$ cat config.mk
export PLATFORM = sky130hd
export DESIGN_NAME = xbar_prio_arbiter
export DESIGN_NICKNAME = d
export VERILOG_FILES = /design/src/rtl/xpa_pkg.sv /design/src/rtl/xpa_prio_table.sv /design/src/rtl/xpa_pick.sv /design/src/rtl/xpa_share.sv /design/src/rtl/xbar_prio_arbiter.sv
export SDC_FILE = /design/constraint.sdc
export NUM_CORES = 1
export LEC_CHECK = 0
export CORE_UTILIZATION = 65
export CTS_CLUSTER_SIZE = 40
export DETAILED_ROUTE_END_ITERATION = 6
export DONT_BUFFER_PORTS = 1
export GPL_TIMING_DRIVEN = 0
export PLACE_DENSITY = 0.81
export RECOVER_POWER = 100
export SYNTH_ARGS = -nofsm -noshare
export SYNTH_HDL_FRONTEND = slang
export SYNTH_HIERARCHICAL = 1
export SYNTH_SLANG_ARGS = --single-unit
$ cat constraint.sdc
create_clock -name clk -period 14.3 [get_ports clk]
set_input_delay 2.145 -clock clk [delete_from_list [all_inputs] [get_ports clk]]
set_output_delay 2.145 -clock clk [all_outputs]
set_load 0.02 [all_outputs]
$ cat src/rtl/xpa_pkg.sv
package xpa_pkg;

    typedef enum logic {
        SRC_CORE = 1'b0,
        SRC_DBG  = 1'b1
    } src_e;

    typedef struct packed {
        logic busy;
        src_e src;
    } own_t;

    // Logical ID: port pairs share a core number; top bit tags the debug master.
    function automatic logic [7:0] make_id(input int unsigned port,
                                           input src_e src,
                                           input int unsigned id_w);
        logic [7:0] id;
        id = 8'((port >> 1) & ((32'd1 << (id_w - 1)) - 1));
        if (src == SRC_DBG) id[id_w-1] = 1'b1;
        return id;
    endfunction

endpackage

$ cat src/rtl/xpa_prio_table.sv
module xpa_prio_table #(
    parameter int N_PORTS = 4,
    parameter int PRIO_W  = 4,
    parameter int IDX_W   = 2
) (
    input  logic                      clk,
    input  logic                      rst,
    input  logic                      we,
    input  logic [IDX_W-1:0]          wport,
    input  logic [PRIO_W-1:0]         wprio,
    input  logic                      commit,
    output logic [N_PORTS*PRIO_W-1:0] prio_flat
);

    for (genvar p = 0; p < N_PORTS; p++) begin : g_port
        logic [PRIO_W-1:0] shadow_q;
        logic [PRIO_W-1:0] active_q;
        logic [PRIO_W-1:0] shadow_nxt;

        assign shadow_nxt = (we && (wport == IDX_W'(p))) ? wprio : shadow_q;

        always_ff @(posedge clk) begin
            if (rst) begin
                shadow_q <= PRIO_W'(p);
                active_q <= PRIO_W'(p);
            end else begin
                shadow_q <= shadow_nxt;
                if (commit) active_q <= shadow_nxt;
            end
        end

        assign prio_flat[p*PRIO_W +: PRIO_W] = active_q;
    end

endmodule

$ cat src/rtl/xpa_pick.sv
module xpa_pick #(
    parameter int N_PORTS = 4,
    parameter int PRIO_W  = 4,
    parameter int IDX_W   = 2
) (
    input  logic [N_PORTS-1:0]        req,
    input  logic [N_PORTS*PRIO_W-1:0] prio_flat,
    output logic                      any,
    output logic [IDX_W-1:0]          win
);

    logic [PRIO_W-1:0] best;

    // Strict less-than keeps the lower port on a tie.
    always_comb begin
        any  = 1'b0;
        win  = '0;
        best = '0;
        for (int p = 0; p < N_PORTS; p++) begin
            if (req[p] && (!any || (prio_flat[p*PRIO_W +: PRIO_W] < best))) begin
                any  = 1'b1;
                win  = IDX_W'(p);
                best = prio_flat[p*PRIO_W +: PRIO_W];
            end
        end
    end

endmodule

$ cat src/rtl/xpa_share.sv
module xpa_share #(
    parameter int DBG_WAIT = 6,
    parameter int CNT_W    = 3
) (
    input  logic clk,
    input  logic rst,
    input  logic core_req,
    input  logic dbg_req,
    input  logic dbg_taken,
    output logic eff_req,
    output logic sel_dbg
);

    logic [CNT_W-1:0] wait_q;

    assign eff_req = core_req | dbg_req;
    assign sel_dbg = dbg_req && (!core_req || (wait_q >= CNT_W'(DBG_WAIT)));

    always_ff @(posedge clk) begin
        if (rst) begin
            wait_q <= '0;
        end else if (!dbg_req || dbg_taken) begin
            wait_q <= '0;
        end else if (wait_q < CNT_W'(DBG_WAIT)) begin
            wait_q <= wait_q + 1'b1;
        end
    end

endmodule

$ cat src/rtl/xbar_prio_arbiter.sv
module xbar_prio_arbiter #(
    parameter int N_PORTS  = 4,
    parameter int PRIO_W   = 4,
    parameter int ID_W     = 4,
    parameter int SHARED   = 1,
    parameter int DBG_WAIT = 6,
    localparam int IDX_W   = (N_PORTS > 1) ? $clog2(N_PORTS) : 1,
    localparam int CNT_W   = $clog2(DBG_WAIT + 1)
) (
    input  logic               clk,
    input  logic               rst,
    input  logic [N_PORTS-1:0] req_i,
    input  logic               dbg_req_i,
    input  logic               xfer_done_i,
    input  logic               cfg_we_i,
    input  logic [IDX_W-1:0]   cfg_port_i,
    input  logic [PRIO_W-1:0]  cfg_prio_i,
    output logic [N_PORTS-1:0] gnt_o,
    output logic               gnt_dbg_o,
    output logic               gnt_valid_o,
    output logic [ID_W-1:0]    mid_o
);
    import xpa_pkg::*;

    own_t                      own_q;
    logic [N_PORTS-1:0]        gnt_q;
    logic [ID_W-1:0]           mid_q;
    logic [N_PORTS*PRIO_W-1:0] prio_flat;
    logic [N_PORTS-1:0]        req_eff;
    logic                      shared_req;
    logic                      sel_dbg;
    logic                      any;
    logic [IDX_W-1:0]          win;
    logic                      dbg_taken;
    logic                      commit;
    src_e                      win_src;

    assign commit    = !own_q.busy || xfer_done_i;
    assign win_src   = ((win == IDX_W'(SHARED)) && sel_dbg) ? SRC_DBG : SRC_CORE;
    assign dbg_taken = !own_q.busy && any && (win_src == SRC_DBG);

    xpa_prio_table #(.N_PORTS(N_PORTS), .PRIO_W(PRIO_W), .IDX_W(IDX_W)) u_table (
        .clk       (clk),
        .rst       (rst),
        .we        (cfg_we_i),
        .wport     (cfg_port_i),
        .wprio     (cfg_prio_i),
        .commit    (commit),
        .prio_flat (prio_flat)
    );

    xpa_share #(.DBG_WAIT(DBG_WAIT), .CNT_W(CNT_W)) u_share (
        .clk       (clk),
        .rst       (rst),
        .core_req  (req_i[SHARED]),
        .dbg_req   (dbg_req_i),
        .dbg_taken (dbg_taken),
        .eff_req   (shared_req),
        .sel_dbg   (sel_dbg)
    );

    for (genvar p = 0; p < N_PORTS; p++) begin : g_req
        if (p == SHARED) begin : g_sh
            assign req_eff[p] = shared_req;
        end else begin : g_pl
            assign req_eff[p] = req_i[p];
        end
    end

    xpa_pick #(.N_PORTS(N_PORTS), .PRIO_W(PRIO_W), .IDX_W(IDX_W)) u_pick (
        .req       (req_eff),
        .prio_flat (prio_flat),
        .any       (any),
        .win       (win)
    );

    always_ff @(posedge clk) begin
        if (rst) begin
            own_q <= '{busy: 1'b0, src: SRC_CORE};
            gnt_q <= '0;
            mid_q <= '0;
        end else if (!own_q.busy && any) begin
            own_q <= '{busy: 1'b1, src: win_src};
            gnt_q <= N_PORTS'(1) << win;
            mid_q <= ID_W'(make_id(int'(win), win_src, ID_W));
        end else if (own_q.busy && xfer_done_i) begin
            own_q <= '{busy: 1'b0, src: SRC_CORE};
            gnt_q <= '0;
            mid_q <= '0;
        end
    end

    assign gnt_o       = gnt_q;
    assign gnt_dbg_o   = own_q.busy && (own_q.src == SRC_DBG);
    assign gnt_valid_o = own_q.busy;
    assign mid_o       = mid_q;

endmodule

# Word-level counts from Yosys, hierarchy flattened
# Index checks and enable logic that the tools add are counted.
dict set report totals {
  mem_bits_ro 0
  in_bits 15
  mem_count 0
  ramBits 0
  output_inout_bits 10
  latch_bits 0
  wordCells 75
  register_bits 43
}
dict set report op_classes {
  n_shift 1
  reduce_logical 28
  multipliers 0
  div 0
  bitwise 1
  n_eq_ne 4
  addsub 1
  mux 22
  n_lt_le_gt_ge 5
}
# operator count
set op_table {}
lappend op_table {{$mux W4} 11}
lappend op_table {{$logic_and A1 B1 Y1} 13}
lappend op_table {{$lt A4 B4 Y1} 3}
lappend op_table {{$mux W2} 4}
lappend op_table {{$mux W1} 7}
lappend op_table {{$logic_not A1 Y1} 6}
lappend op_table {{$logic_or A1 B1 Y1} 6}
lappend op_table {{$eq A2 B1 Y1 const B} 2}
lappend op_table {{$eq A2 B2 Y1 const B} 2}
lappend op_table {{$shl A1 B2 Y4 const A} 1}
lappend op_table {{$add A3 B1 Y3 const B} 1}
lappend op_table {{$ge A3 B3 Y1 const B} 1}
lappend op_table {{$lt A3 B3 Y1 const B} 1}
lappend op_table {{$logic_not A2 Y1} 1}
lappend op_table {{$reduce_bool A2 Y1} 1}
lappend op_table {{$reduce_or A2 Y1} 1}
lappend op_table {{$or A1 B1 Y1} 1}

# Logic depth before layout (Yosys ltp)
dict set report logic_depth {
  word_depth 19
  mapped_depth 23
  mapped_depth_nobuf 22
}

# Hierarchy
# Netlist, hierarchy kept.
# module area_each_um2 seq_area_each_um2 cells_each n_inst
set by_module_without_submodules {}
lappend by_module_without_submodules {xpa_prio_table 1138.6 640.6 113 1}
lappend by_module_without_submodules {xpa_pick 523.0 0.0 66 1}
lappend by_module_without_submodules {xbar_prio_arbiter 301.5 140.1 30 1}
lappend by_module_without_submodules {xpa_share 167.7 60.1 18 1}

# Worst setup path after synthesis
# No wires, ideal clock.
dict set report synth_timing {
  path_type {input-to-reg}
  start {input req_i[0]}
  end {register u_share.wait_q[2]}
  setup_ns 0.073
  stages 21
  path_buffers 1
  arrival_time_ns 6.512
  path_slack_ns 7.715
  t_required_ns 14.227
  cell_sequence {buf_4 nand2_1 ha_1 a21o_1 nand2_1 o211ai_2 mux2_2 ha_1 a2111oi_2 a31o_4 mux2_4 ha_1 a211oi_1 nand3_1 a311oi_1 a211oi_1 nand2b_1 and4bb_1 and2_4 or3b_4 nor3_2}
}
dict set report synth_via {
  elab_chain_len 19
  word_cells_on_any_way 29
  cone_classes {order compare: 3; eq/ne: 1; mux: 11; reduce/logical: 14}
}
# item line_no
set synth_lines {}
lappend synth_lines {{start, declared} xbar_prio_arbiter.sv:12} ;# input logic [N_PORTS-1:0] req_i,
lappend synth_lines {{$mux W4 or $mux W1 (tied branches)} xpa_pick.sv:20} ;# if (req[p] && (!any || (prio_flat[p*PRIO_W +: PRIO_W] < best))) begin
lappend synth_lines {{$lt A4 B4 Y1 or $logic_not A1 Y1 (tied branches)} xpa_pick.sv:20}
lappend synth_lines {{$logic_or A1 B1 Y1} xpa_pick.sv:20}
lappend synth_lines {{$logic_and A1 B1 Y1} xpa_pick.sv:20}
lappend synth_lines {{$mux W4 or $mux W1 (tied branches)} xpa_pick.sv:20}
lappend synth_lines {{$lt A4 B4 Y1 or $logic_not A1 Y1 (tied branches)} xpa_pick.sv:20}
lappend synth_lines {{$logic_or A1 B1 Y1} xpa_pick.sv:20}
lappend synth_lines {{$logic_and A1 B1 Y1} xpa_pick.sv:20}
lappend synth_lines {{[5 not listed]} -}
lappend synth_lines {{net win[1]} xbar_prio_arbiter.sv:33} ;# logic [IDX_W-1:0] win;
lappend synth_lines {{$eq A2 B1 Y1 *} xbar_prio_arbiter.sv:39} ;# assign win_src = ((win == IDX_W'(SHARED)) && sel_dbg) ? SRC_DBG : SRC_CORE;
lappend synth_lines {{$logic_and A1 B1 Y1 *} xbar_prio_arbiter.sv:39}
lappend synth_lines {{$mux W1 *} xbar_prio_arbiter.sv:39}
lappend synth_lines {{$logic_and A1 B1 Y1 *} xbar_prio_arbiter.sv:40} ;# assign dbg_taken = !own_q.busy && any && (win_src == SRC_DBG);
lappend synth_lines {{net dbg_taken} xbar_prio_arbiter.sv:34} ;# logic dbg_taken;
lappend synth_lines {{$logic_or A1 B1 Y1 *} xpa_share.sv:22} ;# end else if (!dbg_req || dbg_taken) begin
lappend synth_lines {{$reduce_or A2 Y1 (no source line) *} -}
lappend synth_lines {{end signal, assigned} xpa_share.sv:25} ;# wait_q <= wait_q + 1'b1;
lappend synth_lines {{end, declared} xpa_share.sv:14} ;# logic [CNT_W-1:0] wait_q;
# Mark *: on every way through the listed nets, which the timed path passes. The rest lies on a longest branch.
# A chain may end at the register's enable or synchronous reset.

# Worst setup path after layout
# Ends and elaborated chain as after synthesis.

==> flow_metrics.env <==
export IMPL_cpPeakStageDelay_ns=0.89
export IMPL_grt_pass1_wl_um=7070
export IMPL_fin_cells=279
export IMPL_cp_required_ns=14.56
export IMPL_hp_start="u_table/g_port[2].shadow_q[1]$_SDFF_PP1_"
export IMPL_drt_pass1_iterations=4
export IMPL_drv_cap=0
export IMPL_rsz0062_at_grt="no"
export IMPL_worstRegToRegCells=19
export IMPL_core_rowCount=20
export IMPL_routed_via_density=6.02
export IMPL_crit_path_frequent_cell="ha_1"
export IMPL_place_ws_ns=7.18
export IMPL_path_cells="clkbuf_1 > nand2_1 > ha_1 > nand3_1 > o211ai_1 > mux2_1 > ha_1 > a2111oi_0 > a31o_4 > mux2_1 > ha_1 > a211oi_1 > nand3_1 > a311oi_1 > a211oi_1 > o21ai_0 > and4bb_1 > and2_0 > or3b_1 > nor3_1"
export IMPL_yosysTopAreaCell="dfxtp_1"
export IMPL_power_leakage_nw=0.923
export IMPL_ant_nets=0
export IMPL_worstMarginPinSlew_ns=0.977
export IMPL_cts_buffers=5
export IMPL_clkSinkCount=42
export IMPL_finalPower_uw=233
export IMPL_fin_nets=261
export IMPL_synthCells=227
export IMPL_ys_async_sr_fraction=0
export IMPL_timing_rr_end="u_share/wait_q[2]$_SDFFE_PP0N_"
export IMPL_relSlewSlack=0.332
export IMPL_clk_latency_ns=0.35
export IMPL_synth_ff_type="dfxtp_1"
export IMPL_r2r_start="u_table/g_port[0].active_q[3]$_SDFFE_PP0P_"
export IMPL_cts_tree="built"
export IMPL_post_cts_resized=0
export IMPL_ys_ff_latch=42
export IMPL_layout_common_cells="dfxtp_1 (42), nor2_1 (28), nand2_1 (15), a211oi_1 (14), mux2i_1 (12)"
export IMPL_synth_avg_cell_area_um2=9.39
export IMPL_synth_top_area_frac=0.395
export IMPL_reg2reg_slack_ns=8.38
export IMPL_status="finished, final reports clean"
export IMPL_path_class="primary input to flop"
export IMPL_crit_fanout=10
export IMPL_ir_drop_mv=0.0755
export IMPL_finalWirelength_um=4300
export IMPL_grt_pass1_vias=1592
export IMPL_synth_area_leaders="dfxtp_1 (39%), ha_1 (6.5%), mux2i_1 (5.6%)"
export IMPL_yosys_warnings=6
export IMPL_drt_initial_drc_count=104
export IMPL_nFillCells=252
export IMPL_arrival_ns=8.00
export IMPL_die_height_um=59.3
export IMPL_final_common_cell="dfxtp_1"
export IMPL_cts_reportedPaths_clkPinSlew_ns=0.11
export IMPL_area_delta_synth_final_pct=3.05
export IMPL_startpoint_type="primary input"
export IMPL_grt_usage=0.272
export IMPL_worst_slack_ns=6.56
export IMPL_hold_end="u_table/g_port[2].shadow_q[1]$_SDFF_PP1_"
export IMPL_hpwlAfterDp_um=3370
export IMPL_place_inst=272
export IMPL_ctsRootBufferMaster="clkbuf_4"
export IMPL_antenna_found_initial=0
export IMPL_end_kind="flop"
export IMPL_crit_slowest_cell="a2111oi_0"
export IMPL_cts_path_max_buffers=2
export IMPL_final_setup_viol_count=0
export IMPL_skew_ns=0.00612
export IMPL_cts_hold_buf=0
export IMPL_yosysUniqueCellTypes=52
export IMPL_gr_total_overflow=0
export IMPL_synth_edf_count=0
export IMPL_crit_family="compound AO/OA/AOI/OAI gates"
export IMPL_drive_gt1_frac=0.0851
export IMPL_drc_errors=0
export IMPL_via_count=1679
export IMPL_final_util=0.713
export IMPL_diodes=0
export IMPL_powerDensity_nw_per_um2=106
export IMPL_finalSetupTns_ns=0
export IMPL_period_share=0.542
export IMPL_crit_buf_inv=1
export IMPL_yosysSeqAreaShare=0.395
export IMPL_hold_viol_final=0
export IMPL_dieArea_um2=3510
export IMPL_pin_count=25
export IMPL_h_tree_depth=2
export IMPL_start_util=0.692
export IMPL_fin_crit_ns=7.74
export IMPL_drv_slew=0
export IMPL_min_path_cells=2
export IMPL_avgRoutedWirePerCell_um=15.4
export IMPL_clock_fmax_mhz=129
export IMPL_io_buffer_count=0
export IMPL_grt_max_degree=13
export IMPL_coreArea_um2=3080
export IMPL_place_congestion=0.909
export IMPL_syn_area_um2=2130
export IMPL_die_w_um=59.3
export IMPL_hold_path_class="flop to flop"
export IMPL_post_cts_setup_buffers=0
## layout make-up
| class | count | area, um^2 | area share |
|---|---|---|---|
| Buffer | 11 | 50.0 | 0.0228 |
| Sequential cell | 42 | 841 | 0.383 |
| Tap cell | 44 | 55.1 | 0.0251 |
| Clock buffer | 6 | 41.3 | 0.0188 |
| Inverter | 11 | 41.3 | 0.0188 |
| Multi-Input combinational cell | 164 | 1160 | 0.528 |
| Clock inverter | 1 | 7.51 | 0.00342 |
## worst max path at each step
stage / startpoint / endpoint / slack, ns / cells past startpoint
5_1_grt: req_i[0] / u_share/wait_q[2]$_SDFFE_PP0N_ / 6.23 / 20
3_5_place_dp: req_i[0] / u_share/wait_q[2]$_SDFFE_PP0N_ / 7.18 / 21
3_3_place_gp: req_i[0] / u_share/wait_q[2]$_SDFFE_PP0N_ / 7.36 / 20
6_report: req_i[0] / u_share/wait_q[2]$_SDFFE_PP0N_ / 6.56 / 20
2_1_floorplan: req_i[0] / u_share/wait_q[2]$_SDFFE_PP0N_ / 7.71 / 21
4_1_cts: req_i[0] / u_share/wait_q[2]$_SDFFE_PP0N_ / 7.54 / 21
## synthesized netlist by cell type, types with 2 or more instances
master    count
nand3_1       4
a21oi_1       3
nor3_1        6
ha_1         11
buf_4         3
a31oi_1       7
o21ai_0       3
mux2i_1      12
or2_2         2
nand4_1       2
mux2_4        3
nor2_1       28
mux2_2        3
a22o_1        4
clkbuf_1      5
nand2_1      15
nand2b_1      2
nand2b_4      2
dfxtp_1      42
and3_1        2
buf_2         2
nand4b_1      2
o21a_1        2
nor2b_1       2
a21o_1        3
nand3b_1      8
a211oi_1     14
inv_1        11
## kinds of logic after synthesis
group | after synthesis | synth area share
AOI/OAI and AO/OA | 50 | 0.183
DFF | 42 | 0.395
and+or+nand+nor | 83 | 0.218
other | 1 | 0.00176
muxes | 18 | 0.0934
buffers and inverters | 22 | 0.0452
adders and majority gates | 11 | 0.0646
## flip-flops by register name, summed over array words and instances, names as in the netlist
register	cells
gnt_o	4
u_share/wait_q	3
mid_o	1
u_table/g_port.active_q	16
gnt_valid_o	1
own_q	1
u_table/g_port.shadow_q	16
## worst reg2reg max path, delay by kind of cell, from the launching register on
| family | cells | cell delay, ns |
|---|---|---|
| AOI/OAI and AO/OA | 7 | 2.34 |
| and+or+nand+nor | 7 | 1.43 |
| adders and majority gates | 3 | 0.98 |
| muxes | 2 | 0.72 |
| DFF | 1 | 0.36 |
## through the flow
stage          hold WS (ns)  cell area [um^2]
6_report              0.480              2200
3_5_place_dp          0.454              2190
3_3_place_gp          0.445              2190
4_1_cts               0.482              2240
5_1_grt               0.519              2200
2_1_floorplan         0.432              2130
## where the power goes
part           internal, mW  switching (mW)
combinational        0.0213          0.0250
sequential            0.124         0.00808
clock                0.0184          0.0358
total                 0.164          0.0690
## per-layer routing
metal	global-route usage	vias to the layer above	part of all wire
met1	0.337	811	0.46
met5	0	-	0
met3	0.0677	6	0.041
met4	0.102	0	0.014
met2	0.454	29	0.49
li1	-	833	-
Note: power is estimated with default switching activity, not from simulation.
